===== src/rtl/gpio_irq_pkg.sv =====
// Package: shared register offsets and trigger codes for the GPIO port.
// Assumes a 32-bit data bus and byte offsets on a 5-bit address.
package gpio_irq_pkg;
    localparam int ADDR_W = 5;

    localparam logic [ADDR_W-1:0] OFS_DATA  = 5'h00;
    localparam logic [ADDR_W-1:0] OFS_DIR   = 5'h04;
    localparam logic [ADDR_W-1:0] OFS_PAD   = 5'h08;
    localparam logic [ADDR_W-1:0] OFS_CFG1  = 5'h0C;
    localparam logic [ADDR_W-1:0] OFS_CFG2  = 5'h10;
    localparam logic [ADDR_W-1:0] OFS_MASK  = 5'h14;
    localparam logic [ADDR_W-1:0] OFS_FLAG  = 5'h18;
    localparam logic [ADDR_W-1:0] OFS_BOTH  = 5'h1C;

    typedef enum logic [1:0] {
        TRIG_LOW  = 2'b00,
        TRIG_HIGH = 2'b01,
        TRIG_RISE = 2'b10,
        TRIG_FALL = 2'b11
    } trig_e;
endpackage


===== src/rtl/gpio_pin_sync.sv =====
// Module: two-flop synchroniser for the pin inputs, plus one more stage
// holding the previous synchronised level for edge detection.
// Assumes pad_in is asynchronous; all flops reset to 0 so no false edge
// appears when reset is released with the pins low.
module gpio_pin_sync #(
    parameter int W = 32
) (
    input  logic         clk,
    input  logic         rst_n,
    input  logic [W-1:0] pad_in,
    output logic [W-1:0] lvl,
    output logic [W-1:0] lvl_d
);
    logic [W-1:0] meta_q;

    // Purpose: move the pins into the clock domain and keep a delayed copy.
    always_ff @(posedge clk) begin
        if (!rst_n) begin
            meta_q <= '0;
            lvl    <= '0;
            lvl_d  <= '0;
        end else begin
            meta_q <= pad_in;
            lvl    <= meta_q;
            lvl_d  <= lvl;
        end
    end
endmodule


===== src/rtl/gpio_trig_detect.sv =====
// Module: per-pin event detection from the synchronised level and its
// previous value. Each pin's 2-bit trigger code picks level or edge
// detection; a set bit in both_en overrides the code with both edges.
// Assumes trig holds pin n's code at bits [2n+1:2n].
module gpio_trig_detect
    import gpio_irq_pkg::*;
#(
    parameter int W = 32
) (
    input  logic           clk,
    input  logic           rst_n,
    input  logic [W-1:0]   lvl,
    input  logic [W-1:0]   lvl_d,
    input  logic [2*W-1:0] trig,
    input  logic [W-1:0]   both_en,
    output logic [W-1:0]   evt
);
    for (genvar i = 0; i < W; i++) begin : g_pin
        trig_e code;
        assign code = trig_e'(trig[2*i +: 2]);

        // Purpose: decide whether pin i has an event this cycle.
        always_comb begin
            if (both_en[i]) begin
                evt[i] = lvl[i] ^ lvl_d[i];
            end else begin
                unique case (code)
                    TRIG_LOW:  evt[i] = ~lvl[i];
                    TRIG_HIGH: evt[i] = lvl[i];
                    TRIG_RISE: evt[i] = lvl[i] & ~lvl_d[i];
                    default:   evt[i] = ~lvl[i] & lvl_d[i];
                endcase
            end
        end

        // under the override a steady level yields no event whatever the field.
        p_both_steady_quiet_r6: assert property (@(posedge clk) disable iff (!rst_n)
            (both_en[i] && (lvl[i] == lvl_d[i])) |-> !evt[i]);
    end
endmodule


===== src/rtl/gpio_flag_bank.sv =====
// Module: interrupt status flags. Events set flags; a write strobe with
// a bit pattern clears the flags whose bits are 1. An event on the same
// cycle as a clear wins.
module gpio_flag_bank #(
    parameter int W = 32
) (
    input  logic         clk,
    input  logic         rst_n,
    input  logic         clr_en,
    input  logic [W-1:0] clr_bits,
    input  logic [W-1:0] evt,
    output logic [W-1:0] flags
);
    logic [W-1:0] clr_mask;
    assign clr_mask = clr_en ? clr_bits : '0;

    // Purpose: hold, clear and set the flags.
    always_ff @(posedge clk) begin
        if (!rst_n) flags <= '0;
        else        flags <= (flags & ~clr_mask) | evt;
    end

    // without a clearing write no flag drops.
    p_sticky_r8: assert property (@(posedge clk) disable iff (!rst_n)
        !clr_en |=> ((flags & $past(flags)) == $past(flags)));

    // a cleared bit without a new event reads 0 afterwards.
    p_clear_r8: assert property (@(posedge clk) disable iff (!rst_n)
        clr_en |=> ((flags & $past(clr_bits) & ~$past(evt)) == '0));

    // an event always leaves its flag set.
    p_event_wins_r9: assert property (@(posedge clk) disable iff (!rst_n)
        1'b1 |=> ((flags & $past(evt)) == $past(evt)));
endmodule


===== src/rtl/gpio_irq_port.sv =====
// Module: top of the GPIO port. Holds the software registers, decodes the
// single-cycle register bus, and combines flags with the mask into one
// interrupt output per half of the port.
// Assumes NPINS equals the bus width and is even; each configuration
// register carries the 2-bit codes of one half of the pins.
module gpio_irq_port
    import gpio_irq_pkg::*;
#(
    parameter int NPINS = 32
) (
    input  logic              clk,
    input  logic              rst_n,
    input  logic              bus_wr,
    input  logic [ADDR_W-1:0] bus_addr,
    input  logic [NPINS-1:0]  bus_wdata,
    output logic [NPINS-1:0]  bus_rdata,
    input  logic [NPINS-1:0]  pad_in,
    output logic [NPINS-1:0]  pad_out,
    output logic [NPINS-1:0]  pad_oe,
    output logic              irq_lo,
    output logic              irq_hi
);
    localparam int HALF = NPINS / 2;

    logic [NPINS-1:0] data_q, dir_q, cfg1_q, cfg2_q, mask_q, both_q;
    logic [NPINS-1:0] lvl, lvl_d, evt, flags, pend;
    logic             flag_wr;

    // Purpose: software writes to the plain registers.
    always_ff @(posedge clk) begin
        if (!rst_n) begin
            data_q <= '0;
            dir_q  <= '0;
            cfg1_q <= '0;
            cfg2_q <= '0;
            mask_q <= '0;
            both_q <= '0;
        end else if (bus_wr) begin
            unique case (bus_addr)
                OFS_DATA: data_q <= bus_wdata;
                OFS_DIR:  dir_q  <= bus_wdata;
                OFS_CFG1: cfg1_q <= bus_wdata;
                OFS_CFG2: cfg2_q <= bus_wdata;
                OFS_MASK: mask_q <= bus_wdata;
                OFS_BOTH: both_q <= bus_wdata;
                default:  ;
            endcase
        end
    end

    assign flag_wr = bus_wr && (bus_addr == OFS_FLAG);

    // Purpose: read mux; unmapped offsets read 0.
    always_comb begin
        unique case (bus_addr)
            OFS_DATA: bus_rdata = data_q;
            OFS_DIR:  bus_rdata = dir_q;
            OFS_PAD:  bus_rdata = lvl;
            OFS_CFG1: bus_rdata = cfg1_q;
            OFS_CFG2: bus_rdata = cfg2_q;
            OFS_MASK: bus_rdata = mask_q;
            OFS_FLAG: bus_rdata = flags;
            OFS_BOTH: bus_rdata = both_q;
            default:  bus_rdata = '0;
        endcase
    end

    gpio_pin_sync #(.W(NPINS)) u_sync (
        .clk    (clk),
        .rst_n  (rst_n),
        .pad_in (pad_in),
        .lvl    (lvl),
        .lvl_d  (lvl_d)
    );

    gpio_trig_detect #(.W(NPINS)) u_detect (
        .clk     (clk),
        .rst_n   (rst_n),
        .lvl     (lvl),
        .lvl_d   (lvl_d),
        .trig    ({cfg2_q, cfg1_q}),
        .both_en (both_q),
        .evt     (evt)
    );

    gpio_flag_bank #(.W(NPINS)) u_flags (
        .clk      (clk),
        .rst_n    (rst_n),
        .clr_en   (flag_wr),
        .clr_bits (bus_wdata),
        .evt      (evt),
        .flags    (flags)
    );

    assign pend    = flags & mask_q;
    assign irq_lo  = |pend[HALF-1:0];
    assign irq_hi  = |pend[NPINS-1:HALF];
    assign pad_out = data_q;
    assign pad_oe  = dir_q;

    // with every mask bit clear no interrupt output rises.
    p_mask_gates_r10: assert property (@(posedge clk) disable iff (!rst_n)
        (mask_q == '0) |-> (!irq_lo && !irq_hi));

    // the outputs are quiet in the cycle after a reset edge.
    p_reset_quiet_r1: assert property (@(posedge clk)
        !rst_n |=> (pad_oe == '0 && !irq_lo && !irq_hi));
endmodule


===== config.mk =====
export PLATFORM = sky130hd
export DESIGN_NAME = gpio_irq_port
export DESIGN_NICKNAME = d
export VERILOG_FILES = /design/src/rtl/gpio_irq_pkg.sv /design/src/rtl/gpio_pin_sync.sv /design/src/rtl/gpio_trig_detect.sv /design/src/rtl/gpio_flag_bank.sv /design/src/rtl/gpio_irq_port.sv
export SDC_FILE = /design/constraint.sdc
export NUM_CORES = 1
export LEC_CHECK = 0
export ABC_AREA = 1
export CAP_MARGIN = 15
export CORE_ASPECT_RATIO = 0.8
export CORE_MARGIN = 2
export CORE_UTILIZATION = 40
export DETAILED_ROUTE_END_ITERATION = 10
export SYNTH_ARGS = -nofsm -noshare
export SYNTH_HDL_FRONTEND = slang
export SYNTH_SLANG_ARGS = --single-unit

===== constraint.sdc =====
create_clock -name clk -period 1.4 [get_ports clk]
set_input_delay 0.14 -clock clk [delete_from_list [all_inputs] [get_ports clk]]
set_output_delay 0.14 -clock clk [all_outputs]
set_load 0.01 [all_outputs]

==> flow_summary.ini, run 1 <==
[global_route]
antenna_found_initial = 0
grt_pass1_wl_um = 90300
met1_usage_pct = 40.7
gr-usage-met2_pct = 45.1
grt_busiest_layer = met2
grtUsageMet3_pct = 5.72
grt_pass1_vias = 15700
grt_overflow = 0
grt_max_degree = 71
grtUsageTotal_pct = 29.0

[min_path]
min_from = pad_in[9]
hp-class = in2reg
whs_endpoint = u_sync.meta_q[9]$_SDFF_PN0_
whs_path_depth = 3

[worst_setup_path]
worstSetupEndpointType = primary output
critPathLaunchType = flip-flop
required_ns = 1.26
cp_num_buf_inv = 1
arrival_ns = 1.57
crit_path_max_incr_delay_ns = 0.33
critPathKind = reg2out
worstPathMaxFanout = 2
worst-r2r-cell-count = 9
r2r_setup_slack_ns = 0.08
reg2reg_from = u_sync.lvl[11]$_SDFF_PN0_
critPathTopFamily = simple AND/OR/NAND/NOR gates
r2r-end = u_flags.flags[11]$_SDFF_PN0_
worst_path_max_delay_cell = dfxtp_2
crit_chain = nand2_1 > nand4_1 > nor2_2 > nand3_4 > buf_6

[timing]
rsz0062_at_grt = true
whs_ns = 0.129
final_hold_viol_count = 0
setup_viol = 34
worst_pin_slew_ns = 0.581
fin_ws_ns = -0.306
fin_crit_ns = 1.71
clock-skew-final_ns = 0.0254
maxSlewViolCount = 0
period_share_pct = 122
relSlewSlack_pct = 61.2
fmax_mhz = 586

[yosys]
synthArstFlopShare_pct = 0
synth_most_common_cell = nand2_1
syn_nets = 2519
synth.largest_area_cell = dfxtp_1
syn_area_per_cell_um2 = 6.48
synth_area_mm2 = 0.0154
synth_ff_type = dfxtp_1
synth_edf_count = 0
synthDominantCellAreaShare_pct = 41.5
ys_types = 23
ys_top_cells_by_area = dfxtp_1 (41%), nand2_1 (20%), nor2_1 (9.4%)
synthCells = 2383
synth_common_cells = nand2_1 (813), nor2_1 (387), dfxtp_1 (320)
seq_area_frac_synth_pct = 41.5
ys_warn_count = 0
ys_seq_elements = 320

[drt]
drc = 0
vias = 16900
wl_per_cell_um = 18.3
first_pass_iters = 5
final_antenna_net_count = 0
via_per_inst = 5.11
drt_iter0_markers = 1430
routed_wl_um = 60300

[flow_run]
maxCapViolations = 0

[power]
peakVddDrop_v = 0.000567
p_leak_nw = 11.2
powerDensity_mw_per_mm2 = 931

[floorplan]
die_h_um = 180
fp.dieW_um = 224
fp-row-count = 64
design.portCount = 170
coreArea_mm2 = 0.0381
initial_utilization_pct = 40.5
dieArea_mm2 = 0.0402

[placed_design]
dp_slack_ns = -1.02
port_buffers = 169
gp_congestion = 0.879
dp_hpwl_um = 39600
placed_cells = 3220

[final_layout]
n_antenna_cell = 0
syn2layout_area_growth_pct = 42.5
layout-drive-gt1-share_pct = 23.8
final_nets = 2925
fin_cells = 3304

[clock_tree]
cts_buffers = 37
cts_tree = yes
path_clk_slew_ns = 0.06
cts_sinks = 320
htree_levels = 2
cts_root_buffer = clkbuf_16
clk_latency_ns = 0.54
cts_buffer_depth = 3

[outcome]
status = complete, but fails checks
violations = setup timing
## through the flow
step	instance area (um2)	util [%]	power [mW]	TNS (ns)
final	22000	57.7	20.5	-5.53
after global routing	22000	57.7	21.2	-6.97
after CTS	21500	56.3	20.5	-5.88
after detailed placement	19700	51.6	11.5	-137.87
after global placement	19700	51.6	11.4	-130.10
after floorplan	15400	-	10.4	0
## cell type report
type | count | area (um2)
clock buffer | 58 | 1060
clock inverter | 1 | 7.51
fill | 3608 | 16100
inverter | 294 | 1120
multi-input combinational | 1663 | 8200
sequential | 320 | 6490
tap | 495 | 619
timing repair buffer | 473 | 4490
## timing repair
action | 4_1_cts | 5_1_grt
gates cloned | 7 | 2
hold buffers | 1 | 0
pin swaps | 118 | 110
setup buffers | 14 | 4
hold endpoints to repair | 14 | 0
resized for setup | 469 | 194
endpoints found under the setup margin | 138 | 54
## worst max-delay path by stage
stage                                  from             to  cells past startpoint
2_1_floorplan                   bus_addr[2]   bus_rdata[0]                      8
3_3_place_gp                    bus_addr[1]  bus_rdata[11]                     10
3_5_place_dp                    bus_addr[1]   bus_rdata[0]                     10
4_1_cts        u_flags.flags[23]$_SDFF_PN0_         irq_hi                      5
5_1_grt        u_flags.flags[24]$_SDFF_PN0_         irq_hi                      5
6_report       u_flags.flags[17]$_SDFF_PN0_         irq_hi                      5
## where the power goes
| part | total, mW | internal [mW] | switching [mW] |
|---|---|---|---|
| Sequential | 9.53 | 9.36 | 0.161 |
| Clock | 8.99 | 5.17 | 3.82 |
| Combinational | 1.97 | 0.864 | 1.10 |
## cells by family after synthesis
family	after synthesis	share of synthesized area, %
AND/OR/NAND/NOR	1319	33.5
buffers and inverters	400	10.3
flip-flops	320	41.5
AO/OA/AOI/OAI	280	9.47
adder cells (fa/ha/maj)	64	5.19
## cell usage in the layout (no fill, tap or decap), types with 4 or more instances in the layout
master           synthesis  layout
a21oi_1                 64      64
buf_12                   0      34
buf_16                   0       4
buf_2                   70      27
buf_4                    1     213
buf_6                    0      61
clkbuf_1                26      15
clkbuf_16                0      39
clkbuf_2                 0      15
clkbuf_8                 0       6
clkdlybuf4s15_1          0       6
clkdlybuf4s50_1          0      65
dfxtp_1                320     257
dfxtp_2                  0      60
dlygate4sd2_1            0      40
ha_1                    64      64
inv_1                  285     276
inv_2                    9      11
inv_4                    0       7
nand2_1                813     687
nand2_2                  0      89
nand2_4                  0      37
nand3_1                 70      63
nand3_2                  0       4
nand4_1                 37      37
nor2_1                 387     357
nor2_2                   8      25
nor2_4                   1      14
o21ai_0                139     137
o21ai_1                 54      51
o21ai_2                  0       4
o21bai_1                20      20
## worst min-delay path: cells and delay by family
kind / cells / cell delay [ns]
buffers and inverters: 2 / 0.42
and+or+nand+nor: 1 / 0.06
## routing by layer
| metal | share of wire [%] | wire, um |
|---|---|---|
| met5 | 0 | 0 |
| met4 | 2.8 | 1660 |
| met3 | 9.9 | 5960 |
| met2 | 44 | 26300 |
| met1 | 44 | 26400 |
(Power assumes the default switching activity.)
==> inputs of run 2 (changes only) <==
==> constraint.sdc (replaced) <==
create_clock -name clk -period 1.4 [get_ports clk]
set_input_delay 0.21 -clock clk [delete_from_list [all_inputs] [get_ports clk]]
set_output_delay 0.21 -clock clk [all_outputs]
set_load 0.01 [all_outputs]
==> run 2 against run 1 <==
  * The run still ends with setup timing left
  * Count of clock-buffer cells in the layout is 7 lower
  * Sequential share of layout area is 1.3 points lower
  * Flip-flop and latch count stayed put
  * Via count is 3.2% higher
  * Non-clock buffer count is 103 higher
  * Setup slack worse by 0.11 ns
  * Die area stayed put
  * Largest cell class unchanged
  * Largest power group is now clock
==> flow_summary.ini, run 2 (same netlist as run 1, synthesis figures left out) <==
[outcome]
status = complete, but fails checks
violations = setup timing

[floorplan]
initial_utilization_pct = 40.5
fp-row-count = 64
design.portCount = 170
dieArea_mm2 = 0.0402
die_h_um = 180
fp.dieW_um = 224
coreArea_mm2 = 0.0381

[drt]
vias = 17400
drt_iter0_markers = 1759
drc = 0
routed_wl_um = 62300
via_per_inst = 5.11
wl_per_cell_um = 18.3
final_antenna_net_count = 0
first_pass_iters = 6

[final_layout]
final_util_pct = 60.3
syn2layout_area_growth_pct = 48.9
layout-drive-gt1-share_pct = 28.1
final_common_cell = nand2_1
final_nets = 3027
n_antenna_cell = 0
final.fill_count = 3429
final_cell_mix = nand2_1 (689), nor2_1 (360), buf_4 (316)

[power]
peakVddDrop_v = 0.000979
p_leak_nw = 11.9
powerDensity_mw_per_mm2 = 938

[timing]
fin_ws_ns = -0.420
relSlewSlack_pct = 58.6
fin_crit_ns = 1.82
setup_viol = 34
clock-skew-final_ns = 0.0225
rsz0062_at_grt = true
period_share_pct = 130
tns_ns = -11.02
maxSlewViolCount = 0
fmax_mhz = 550
final_hold_viol_count = 0
worst_pin_slew_ns = 0.620

[worst_setup_path]
arrival_ns = 1.61
worst_path_max_delay_cell = dfxtp_2
crit_chain = nand2_2 > nand4_1 > nor2_2 > nand3_4 > buf_6
worstSetupEndpointType = primary output
critPathKind = reg2out
critPathTopFamily = simple AND/OR/NAND/NOR gates
critPathLaunchType = flip-flop
crit_path_max_incr_delay_ns = 0.33
worstPathMaxFanout = 2
cp_num_buf_inv = 1
required_ns = 1.19

[global_route]
grt_pass1_vias = 16300
grtUsageTotal_pct = 29.7
grt_overflow = 0
grt_max_degree = 57
grt_pass1_wl_um = 92800
antenna_found_initial = 1

[clock_tree]
clk_latency_ns = 0.54
cts_sinks = 320
path_clk_slew_ns = 0.06
htree_levels = 2
cts_buffers = 36
cts_buffer_depth = 3
cts_tree = yes
cts_root_buffer = clkbuf_16

[min_path]
hp-class = in2reg

[placed_design]
port_buffers = 169
gp_congestion = 0.912
dp_hpwl_um = 40200

[flow_run]
maxCapViolations = 0
==> run 2: routing by layer <==
layer  track usage [%]  routed length (um)  vias up
met4              10.3                2080        0
met5                 0                   0        -
met1              42.0               27000     8081
met3              6.28                6730      147
li1                  -                   -     8329
met2              44.9               26500      876
==> run 2: final cells by class <==
cell class	count	area (um2)	area share, %
well taps	495	619	2.69
multi-input cells	1663	8210	35.7
flip-flops and latches	320	6480	28.2
clock inverters	12	166	0.724
inverters	294	1150	4.99
clock buffers	51	1060	4.60
repair buffers	576	5320	23.1
==> run 2: final timing paths <==
check	start	endpoint	slack, ns	cells past startpoint
setup / recovery	u_flags.flags[23]$_SDFF_PN0_	irq_hi	-0.42	5
hold / removal	pad_in[27]	u_sync.meta_q[27]$_SDFF_PN0_	0.20	3
setup reg to reg	u_sync.lvl[0]$_SDFF_PN0_	u_flags.flags[0]$_SDFF_PN0_	0.09	9
hold reg to reg	u_sync.meta_q[13]$_SDFF_PN0_	u_sync.lvl[13]$_SDFF_PN0_	0.41	2
==> run 2: through the flow <==
stage                     total power [mW]  hold WS [ns]  setup WS [ns]  std cells  cell area, um2
after floorplan                       10.4         0.308          0.134       2383           15400
after global placement                11.5         0.395          -1.15       3297           20400
after detailed placement              11.6         0.399          -1.13       3297           20400
after CTS                             21.6         0.187         -0.404       3392           22200
after global routing                  22.3         0.198         -0.464       3411           23000
final                                 21.6         0.199         -0.420       3411           23000
==> run 2: repair_timing <==
item	CTS	global route
gates cloned	10	8
pin swaps	68	91
endpoints found under the setup margin	153	52
setup buffers	22	17
hold buffers	1	0
resized for setup	576	197
hold endpoints to repair	6	0
==> run 2: report_power, final <==
group / internal [mW] / total [mW] / leakage, nW / switching (mW)
clock: 6.01 / 9.96 / 0.611 / 3.95
combinational: 0.958 / 2.10 / 8.70 / 1.14
sequential: 9.36 / 9.51 / 2.63 / 0.152
==> run 2: tightest hold or removal path, stage by stage <==
cell,delay [ns]
clkdlybuf4s50_1,0.40
nand2_1,0.06
inv_1,0.03
==> inputs of run 3 (changes only) <==
Settings changed: CORE_ASPECT_RATIO 0.8 to unset.
==> run 3 against run 2 <==
  * The run still ends with setup timing left
  * Critical path type unchanged
  * Design area grew 0.20%
  * Routed wire length fell by 1.9%
  * Total power is 0.51% lower
  * First-iteration DRC count is 27% lower
  * Count of clock-buffer cells in the layout increased by 9
  * Highest routed layer is now met5
  * Combinational power shrank 2%
  * Largest power group unchanged
  * Core utilization rose by 0.56 points
==> flow_summary.ini, run 3 (same netlist as run 1, synthesis figures left out) <==
[drt]
wl_met3_um = 5270
wl_met2_um = 28300
first_pass_iters = 5
final_antenna_net_count = 0
drt_iter0_markers = 1280
wl_per_cell_um = 17.9
met1Wirelength_um = 24800
top_layer = met5
vias = 17200
via_per_inst = 5.04
routed_wl_um = 61200
drc = 0

[global_route]
grt_pass1_vias = 16800
grtUsageTotal_pct = 29.8
grt_pass1_wl_um = 93800
grt_overflow = 0
antenna_found_initial = 1
grt_max_degree = 65

[floorplan]
design.portCount = 170
die_h_um = 200
dieArea_mm2 = 0.0402
fp-row-count = 71
fp.dieW_um = 200
initial_utilization_pct = 40.8
coreArea_mm2 = 0.0378

[clock_tree]
cts_buffers = 38
clk_latency_ns = 0.53
path_clk_slew_ns = 0.06
cts_buffer_depth = 3
cts_root_buffer = clkbuf_16
htree_levels = 2
cts_tree = yes
cts_sinks = 320

[min_path]
hp-class = in2reg
min_from = pad_in[7]
whs_path_depth = 3
whs_endpoint = u_sync.meta_q[7]$_SDFF_PN0_

[final_layout]
final_common_cell = nand2_1
final_cell_mix = nand2_1 (677), nor2_1 (353), buf_4 (300)
final.fill_count = 3428
n_antenna_cell = 0
syn2layout_area_growth_pct = 49.2
final_nets = 3011
fin_cells = 3414
layout-drive-gt1-share_pct = 26.9
final_util_pct = 60.9

[timing]
setup_viol = 34
fmax_mhz = 540
rsz0062_at_grt = true
clock-skew-final_ns = 0.0117
worst_pin_slew_ns = 0.553
fin_crit_ns = 1.85
period_share_pct = 132
maxSlewViolCount = 0
fin_ws_ns = -0.453
final_hold_viol_count = 0
relSlewSlack_pct = 63.1

[worst_setup_path]
worst_path_max_delay_cell = dfxtp_2
r2r-end = u_flags.flags[24]$_SDFF_PN0_
critPathLaunchType = flip-flop
crit_path_max_incr_delay_ns = 0.32
crit_chain = nand2_2 > nand2_2 > a221oi_4 > buf_4 > nand3_4 > buf_6
crit_top_cell = nand2_2
worstSetupEndpointType = primary output
required_ns = 1.19
worstPathMaxFanout = 2
r2r_setup_slack_ns = 0.08
critPathKind = reg2out
arrival_ns = 1.64
worst-r2r-cell-count = 9
reg2reg_from = u_sync.lvl[24]$_SDFF_PN0_

[placed_design]
placed_cells = 3274
dp_hpwl_um = 38900
gp_congestion = 0.900
port_buffers = 169

[flow_run]
maxCapViolations = 0

[power]
peakVddDrop_v = 0.000894
p_leak_nw = 11.8
powerDensity_mw_per_mm2 = 931

[outcome]
status = complete, but fails checks
violations = setup timing
==> run 3: cell types whose count changed in the layout (fill, tap and decap cells not counted), moves of 16 or more <==
cell / previous run / this run
o21ai_2: 22 / 5
buf_2: 76 / 55
dfxtp_2: 54 / 36
dfxtp_1: 265 / 281
buf_4: 316 / 300
o21ai_1: 33 / 50
==> run 3: metal layers <==
metal	up-vias	track usage (%)
met4	2	12.9
met1	8018	37.9
met5	-	0
met2	712	49.3
li1	8293	-
met3	175	5.80
==> run 3: power breakdown <==
group / switching (mW) / leakage, nW / internal, mW / total [mW]
Sequential: 0.154 / 2.63 / 9.36 / 9.51
Clock: 4.05 / 0.604 / 5.84 / 9.90
Combinational: 1.12 / 8.55 / 0.937 / 2.05
Total: 5.33 / 11.8 / 16.1 / 21.5
==> run 3: worst max-delay path, delay by kind of cell, from the launching register on <==
kind / cells / cell delay [ns]
AOI/OAI and AO/OA: 1 / 0.22
and+or+nand+nor: 3 / 0.25
buffers and inverters: 2 / 0.31
DFF: 1 / 0.32
==> run 3: worst max path at each step <==
stage                          endpoint                         start  cells past startpoint  slack (ns)
final                            irq_hi  u_flags.flags[16]$_SDFF_PN0_                      6       -0.45
after global routing             irq_hi  u_flags.flags[16]$_SDFF_PN0_                      6       -0.49
after CTS                        irq_hi       mask_q[16]$_SDFFE_PN0P_                      6       -0.48
after detailed placement   bus_rdata[0]                   bus_addr[3]                     11       -1.06
after global placement    bus_rdata[13]                   bus_addr[4]                      9       -1.06
after floorplan            bus_rdata[0]                   bus_addr[2]                      8        0.13
==> run 3: what timing repair did <==
item / 4_1_cts / 5_1_grt
hold buffers: 1 / 0
pin swaps: 119 / 73
gates cloned: 16 / 0
hold endpoints to repair: 5 / 0
setup endpoints to repair: 213 / 115
gates resized for setup: 586 / 192
buffers inserted: 55 / 14
==> run 3: area by class of cell <==
type | instances | area (um2) | area share [%]
multi-input combinational | 1663 | 8280 | 35.9
sequential | 320 | 6460 | 28.0
timing repair buffer | 558 | 5280 | 22.9
clock buffer | 60 | 1150 | 5.01
inverter | 294 | 1150 | 5.01
tap | 511 | 639 | 2.77
clock inverter | 8 | 75.1 | 0.326
==> run 3: through the flow <==
step                power [mW]  hold slack, ns  TNS [ns]  setup WS (ns)  instance area, um2
finish                    21.5           0.197    -12.21         -0.453               23000
global route              22.2           0.201    -13.38         -0.493               23000
CTS                       21.6           0.180    -10.68         -0.479               22600
detailed placement        11.5           0.399   -157.37          -1.06               20100
global placement          11.5           0.393   -156.31          -1.06               20100
floorplan                 10.4           0.308         0          0.134               15400
